--- src/rtl/mbc_pkg.sv ---
package mbc_pkg;
  typedef enum logic [1:0] {SRC_ZERO, SRC_UPDATE, SRC_GOLDEN} img_src_e;
  typedef enum logic [1:0] {ST_BOOT, ST_LOAD, ST_RUN, ST_HALT} boot_st_e;
  typedef enum logic [1:0] {SEL_UPD_LO, SEL_UPD_HI, SEL_GOLD_LO, SEL_GOLD_HI} reg_sel_e;
  localparam int unsigned STAT_VALID    = 0;
  localparam int unsigned STAT_FALLBACK = 1;
  localparam int unsigned STAT_WTO      = 2;
  localparam int unsigned STAT_CRC      = 3;
  localparam int unsigned STAT_W        = 4;
endpackage

--- src/rtl/mbc_addr_regs.sv ---
module mbc_addr_regs #(
  parameter int unsigned REG_W    = 16,
  parameter int unsigned NUM_REGS = 4,
  localparam int unsigned SEL_W   = $clog2(NUM_REGS)
) (
  input  logic                            clk_i,
  input  logic                            rst_ni,
  input  logic                            clr_i,
  input  logic                            we_i,
  input  logic [SEL_W-1:0]                sel_i,
  input  logic [REG_W-1:0]                wdata_i,
  output logic [NUM_REGS-1:0][REG_W-1:0]  regs_o
);
  for (genvar g = 0; g < NUM_REGS; g++) begin : g_reg
    always_ff @(posedge clk_i or negedge rst_ni) begin
      if (!rst_ni)                                 regs_o[g] <= '0;
      else if (clr_i)                              regs_o[g] <= '0;
      else if (we_i && sel_i == SEL_W'(g))         regs_o[g] <= wdata_i;
    end
  end
endmodule

--- src/rtl/mbc_addr_mux.sv ---
module mbc_addr_mux
  import mbc_pkg::*;
#(
  parameter int unsigned REG_W      = 16,
  parameter int unsigned ADDR_W     = 24,
  parameter int unsigned OP_W       = 8,
  parameter logic [7:0]  DEFAULT_OP = 8'h03,
  localparam int unsigned HI_W      = ADDR_W - REG_W
) (
  input  img_src_e               src_i,
  input  logic [3:0][REG_W-1:0]  regs_i,
  output logic [ADDR_W-1:0]      addr_o,
  output logic [OP_W-1:0]        op_o
);
  logic [REG_W-1:0] lo, hi;

  always_comb begin
    lo = '0;
    hi = '0;
    case (src_i)
      SRC_UPDATE: begin lo = regs_i[SEL_UPD_LO];  hi = regs_i[SEL_UPD_HI];  end
      SRC_GOLDEN: begin lo = regs_i[SEL_GOLD_LO]; hi = regs_i[SEL_GOLD_HI]; end
      default: ;
    endcase
    addr_o = {hi[HI_W-1:0], lo};
    op_o   = (src_i == SRC_ZERO) ? OP_W'(DEFAULT_OP) : hi[REG_W-1 -: OP_W];
  end
endmodule

--- src/rtl/mbc_strike_ctr.sv ---
module mbc_strike_ctr #(
  parameter int unsigned LIMIT = 3,
  localparam int unsigned CNT_W = $clog2(LIMIT + 1)
) (
  input  logic             clk_i,
  input  logic             rst_ni,
  input  logic             clr_i,
  input  logic             inc_i,
  output logic [CNT_W-1:0] cnt_o,
  output logic             last_o
);
  always_ff @(posedge clk_i or negedge rst_ni) begin
    if (!rst_ni)                                 cnt_o <= '0;
    else if (clr_i)                              cnt_o <= '0;
    else if (inc_i && cnt_o != CNT_W'(LIMIT))    cnt_o <= cnt_o + 1'b1;
  end

  assign last_o = (cnt_o == CNT_W'(LIMIT - 1));
endmodule

--- src/rtl/mbc_seq.sv ---
module mbc_seq
  import mbc_pkg::*;
(
  input  logic              clk_i,
  input  logic              rst_ni,
  input  logic              por_i,
  input  logic              iprog_i,
  input  logic              ok_i,
  input  logic              crc_i,
  input  logic              wto_i,
  input  logic              last_strike_i,
  output boot_st_e          state_o,
  output img_src_e          src_o,
  output logic [STAT_W-1:0] status_o,
  output logic              strike_inc_o,
  output logic              strike_clr_o
);
  logic err, good, exhaust, reprog;

  assign err     = (state_o == ST_LOAD) && (crc_i || wto_i);
  assign good    = (state_o == ST_LOAD) && ok_i && !err;
  assign exhaust = err && last_strike_i;
  assign reprog  = (state_o == ST_RUN) && iprog_i;

  assign strike_inc_o = err;
  assign strike_clr_o = por_i || good || reprog || (exhaust && src_o != SRC_GOLDEN);

  always_ff @(posedge clk_i or negedge rst_ni) begin
    if (!rst_ni) begin
      state_o  <= ST_BOOT;
      src_o    <= SRC_ZERO;
      status_o <= '0;
    end else if (por_i) begin
      state_o  <= ST_BOOT;
      src_o    <= SRC_ZERO;
      status_o <= '0;
    end else begin
      case (state_o)
        ST_BOOT: state_o <= ST_LOAD;
        ST_LOAD: begin
          if (err) begin
            if (crc_i) status_o[STAT_CRC] <= 1'b1;
            if (wto_i) status_o[STAT_WTO] <= 1'b1;
            if (exhaust && src_o == SRC_GOLDEN) begin
              state_o <= ST_HALT;
            end else if (exhaust) begin
              src_o                   <= SRC_GOLDEN;
              status_o[STAT_FALLBACK] <= 1'b1;
              state_o                 <= ST_BOOT;
            end else begin
              state_o <= ST_BOOT;
            end
          end else if (good) begin
            status_o[STAT_VALID] <= 1'b1;
            state_o              <= ST_RUN;
          end
        end
        ST_RUN: begin
          if (reprog) begin
            src_o    <= SRC_UPDATE;
            status_o <= '0;
            state_o  <= ST_BOOT;
          end
        end
        default: state_o <= ST_HALT;
      endcase
    end
  end
endmodule

--- src/rtl/mbc_boot_ctrl.sv ---
module mbc_boot_ctrl
  import mbc_pkg::*;
#(
  parameter int unsigned REG_W        = 16,
  parameter int unsigned ADDR_W       = 24,
  parameter int unsigned OP_W         = 8,
  parameter int unsigned STRIKE_LIMIT = 3,
  parameter logic [7:0]  DEFAULT_OP   = 8'h03,
  localparam int unsigned STRIKE_W    = $clog2(STRIKE_LIMIT + 1)
) (
  input  logic                clk_i,
  input  logic                rst_ni,
  input  logic                por_i,
  input  logic                iprog_i,
  input  logic                reg_we_i,
  input  logic [1:0]          reg_sel_i,
  input  logic [REG_W-1:0]    reg_wdata_i,
  input  logic                load_ok_i,
  input  logic                crc_err_i,
  input  logic                wdt_err_i,
  output logic                start_o,
  output logic                busy_o,
  output logic [ADDR_W-1:0]   load_addr_o,
  output logic [OP_W-1:0]     load_opcode_o,
  output logic [STRIKE_W-1:0] strikes_o,
  output logic [STAT_W-1:0]   status_o,
  output logic                fail_o
);
  logic [3:0][REG_W-1:0] regs;
  boot_st_e state;
  img_src_e src;
  logic strike_inc, strike_clr, last_strike;

  mbc_addr_regs #(.REG_W(REG_W), .NUM_REGS(4)) u_regs (
    .clk_i, .rst_ni, .clr_i(por_i), .we_i(reg_we_i), .sel_i(reg_sel_i),
    .wdata_i(reg_wdata_i), .regs_o(regs)
  );

  mbc_addr_mux #(.REG_W(REG_W), .ADDR_W(ADDR_W), .OP_W(OP_W), .DEFAULT_OP(DEFAULT_OP)) u_mux (
    .src_i(src), .regs_i(regs), .addr_o(load_addr_o), .op_o(load_opcode_o)
  );

  mbc_strike_ctr #(.LIMIT(STRIKE_LIMIT)) u_strikes (
    .clk_i, .rst_ni, .clr_i(strike_clr), .inc_i(strike_inc),
    .cnt_o(strikes_o), .last_o(last_strike)
  );

  mbc_seq u_seq (
    .clk_i, .rst_ni, .por_i, .iprog_i, .ok_i(load_ok_i), .crc_i(crc_err_i),
    .wto_i(wdt_err_i), .last_strike_i(last_strike), .state_o(state), .src_o(src),
    .status_o, .strike_inc_o(strike_inc), .strike_clr_o(strike_clr)
  );

  assign start_o = (state == ST_BOOT);
  assign busy_o  = (state == ST_LOAD);
  assign fail_o  = (state == ST_HALT);
endmodule

--- config.mk ---
export PLATFORM = sky130hd
export DESIGN_NAME = mbc_boot_ctrl
export DESIGN_NICKNAME = d
export VERILOG_FILES = /design/src/rtl/mbc_pkg.sv /design/src/rtl/mbc_addr_regs.sv /design/src/rtl/mbc_addr_mux.sv /design/src/rtl/mbc_strike_ctr.sv /design/src/rtl/mbc_seq.sv /design/src/rtl/mbc_boot_ctrl.sv
export SDC_FILE = /design/constraint.sdc
export NUM_CORES = 1
export LEC_CHECK = 0
export BUFFER_PORTS_ARGS = -buffer_cell sky130_fd_sc_hd__buf_2
export CAP_MARGIN = 10
export CORE_ASPECT_RATIO = 0.8
export CORE_MARGIN = 2
export CORE_UTILIZATION = 55
export CTS_CLUSTER_SIZE = 12
export DETAILED_ROUTE_END_ITERATION = 16
export PLACE_DENSITY = 0.74
export SLEW_MARGIN = 20
export SYNTH_ARGS = -nofsm -noshare
export SYNTH_HDL_FRONTEND = slang
export SYNTH_HIERARCHICAL = 1
export SYNTH_SLANG_ARGS = --single-unit
--- constraint.sdc ---
create_clock -name clk_i -period 1.7 [get_ports clk_i]
set_input_delay 0.17 -clock clk_i [delete_from_list [all_inputs] [get_ports clk_i]]
set_output_delay 0.17 -clock clk_i [all_outputs]
set_load 0.02 [all_outputs]
==> qor.yml <==
run_status:
  status: "complete, but fails checks"
  failed_checks: "setup timing"
clock_network:
  h-tree-depth: 3
  ctsLongestPathBuffers: 2
  cts.sinks: 73
  cts-root-buf: "clkbuf_8"
  clk_latency_ps: 340
  cts_buffers: 9
  clk_pin_slew_ps: 70
  tritoncts: "done"
sta:
  finalSetupViolations: 32
  finalHoldViolCount: 0
  min_period_ps: 1890
  fin_ws_ps: -191
  slew_violations: 0
  rsz0062_at_grt: "yes"
  period_share_pct: 111
  skew_ps: 1.50
  worst_pin_slew_ps: 510
  max_freq_ghz: 0.529
  maxSlewHeadroom_pct: 66.0
setup_path:
  reg2reg_depth: 8
  crit_path_end_kind: "primary output"
  crit_arrival_ps: 1720
  r2r_start: "u_seq/src_o[0]"
  setup.worst_path.start_class: "flop"
  r2r_slack_ps: 50
  required_ps: 1530
  reg2reg_to: "u_strikes/cnt_o[1]"
  cp_max_fo: 13
  crit_type: "reg -> out"
min_path:
  hold_path.class: "in -> reg"
  worstHoldEndpoint: "u_seq/status_o[2]"
  hold_path_depth: 2
  hold_start: "por_i"
power_and_ir_drop:
  ir_worst_vdd_mv: 0.511
  p_leak_nw: 2.47
  power_density_nw_per_um2: 752
  power_mw: 3.99
global_route:
  grt_start_max_net_pins: 84
  grt_pass1_vias: 3100
  grt_pass1_wl_um: 16300
  antenna_found_initial: 0
  grtUsageTotal_pct: 26.7
  grt-ovfl-total: 0
floorplan:
  die_y_um: 80.4
  fp-row-count: 27
  start_util_pct: 57.6
  die_area_um2: 7990
  io_pins: 67
  coreArea_um2: 6960
  die_w_um: 99.5
synth:
  synthCells: 367
  syn_avg_cell_area_um2: 10.9
  synth_top_area_cell: "dfrtp_1"
  ys_ff_latch: 73
  synthTopCellsByArea: "dfrtp_1, mux2i_1, nand2b_1"
  ys.warnings.count: 6
  synth_edf_count: 0
  netlist_area_um2: 4010
  ys_seq_area_share_pct: 45.6
  yosysUniqueCellTypes: 39
  async_flop_share_pct: 100
  syn_nets: 398
  synth_ff_type: "dfrtp_1"
  synth.top_cell.area_share_pct: 45.6
drt:
  dr_total_vias: 3056
  wl_um: 10100
  wire_per_inst_um: 18.7
  vias_per_cell: 5.66
  drtIter0Drc: 134
  firstDrtPassIters: 6
  ant_nets: 0
  drc: 0
placed_design:
  place_ws_ps: 133
  gp_congestion: 0.779
  dp_hpwl_um: 5780
  io_buffers: 66
layout:
  final_cell_mix: "nand2b_1, dfrtp_1, mux2i_1"
  area_growth_pct: 32.4
  final_common_cell: "nand2b_1"
  fillCellCount: 449
  drive_above_1_share_pct: 36.6
  final_nets: 479
  antenna_cells: 0
flow_run:
  cap_violations: 0
-- cells in the mapped netlist (all sizes together) (2+ instances only) --
cell type   n
nand3b      2
a21oi       4
ha          5
mux2        2
a22o        2
a22oi      30
a211oi      2
clkbuf     10
nor2b      30
a21o        2
mux2i      64
nor2       13
nor3        2
nand2b     83
and3b       2
inv         5
o21ai       3
a2bb2oi     2
nand2       3
buf        16
nand3       3
dfrtp      73
-- sequential cells by signal, indices dropped and copies added, names as in the netlist --
| register | count |
|---|---|
| u_seq/state_o | 2 |
| u_strikes/cnt_o | 2 |
| u_regs/regs_o | 64 |
| u_seq/status_o | 3 |
| u_seq/src_o | 2 |
-- layer usage --
layer / routed length [µm] / GRT usage, %
met5: 0 / 0
met4: 97 / 6.85
met3: 555 / 7.14
met2: 4980 / 43.2
met1: 4480 / 35.8
-- power breakdown --
part	switching (mW)	internal [mW]	leakage, nW
registers	0.0533	1.80	1.00
logic	0.262	0.226	1.35
clock network	0.638	1.01	0.120
total	0.953	3.04	2.47
-- cell families (layout without fill, tap and decap cells) --
kind of cell / count (synthesis) / in the layout / share of synthesized area (%)
AO/OA/AOI/OAI: 49 / 49 / 9.05
multiplexers: 66 / 66 / 16.7
adder cells (fa/ha/maj): 5 / 5 / 1.56
AND/OR/NAND/NOR: 143 / 143 / 22.3
buffers and inverters: 31 / 117 / 4.80
flip-flops: 73 / 73 / 45.6
-- worst max-delay path, cell delays in order, from the launching register on --
cell	delay (ps)
dfrtp_1	400
buf_6	130
ha_4	160
buf_6	160
a22oi_1	290
nor2b_4	70
buf_4	160
-- how the worst max path moves through the flow --
stage	startpoint	endpoint	slack, ps	depth (start not counted)
3_3_place_gp	u_seq/src_o[0]	load_opcode_o[0]	190	6
5_1_grt	u_seq/src_o[1]	load_opcode_o[5]	-240	7
4_1_cts	u_seq/src_o[1]	load_addr_o[10]	-170	7
2_1_floorplan	u_seq/src_o[1]	load_addr_o[10]	190	4
3_5_place_dp	u_seq/src_o[0]	load_opcode_o[1]	130	6
6_report	u_seq/src_o[0]	load_addr_o[4]	-190	6
-- what timing repair did --
item / CTS / global route
gates cloned: 4 / 0
gates resized for setup: 93 / 29
hold buffers: 1 / 0
buffers inserted: 9 / 1
pin swaps: 18 / 11
setup endpoints to repair: 32 / 32
endpoints found under the hold margin: 18 / 0
-- stage by stage --
step	setup TNS (ps)	instances	area (µm²)	util (%)	hold WS (ps)
global placement	0	510	4460	64.1	177
floorplan	0	367	4010	-	-126
global route	-6460	540	5310	76.3	72.3
CTS	-4590	540	5230	75.1	73.4
detailed placement	0	510	4460	64.1	164
finish	-4160	540	5310	76.3	93.4
-- cell type report --
type                       count  area (µm²)  area share, %
tap                           87         109           2.05
timing repair buffer          96         881           16.6
sequential                    73        1830           34.4
inverter                       5        21.3          0.401
clock buffer                  11         141           2.66
multi-input combinational    263        2230           41.9
clock inverter                 5         103           1.93
Power figures use the tool's default switching activity.
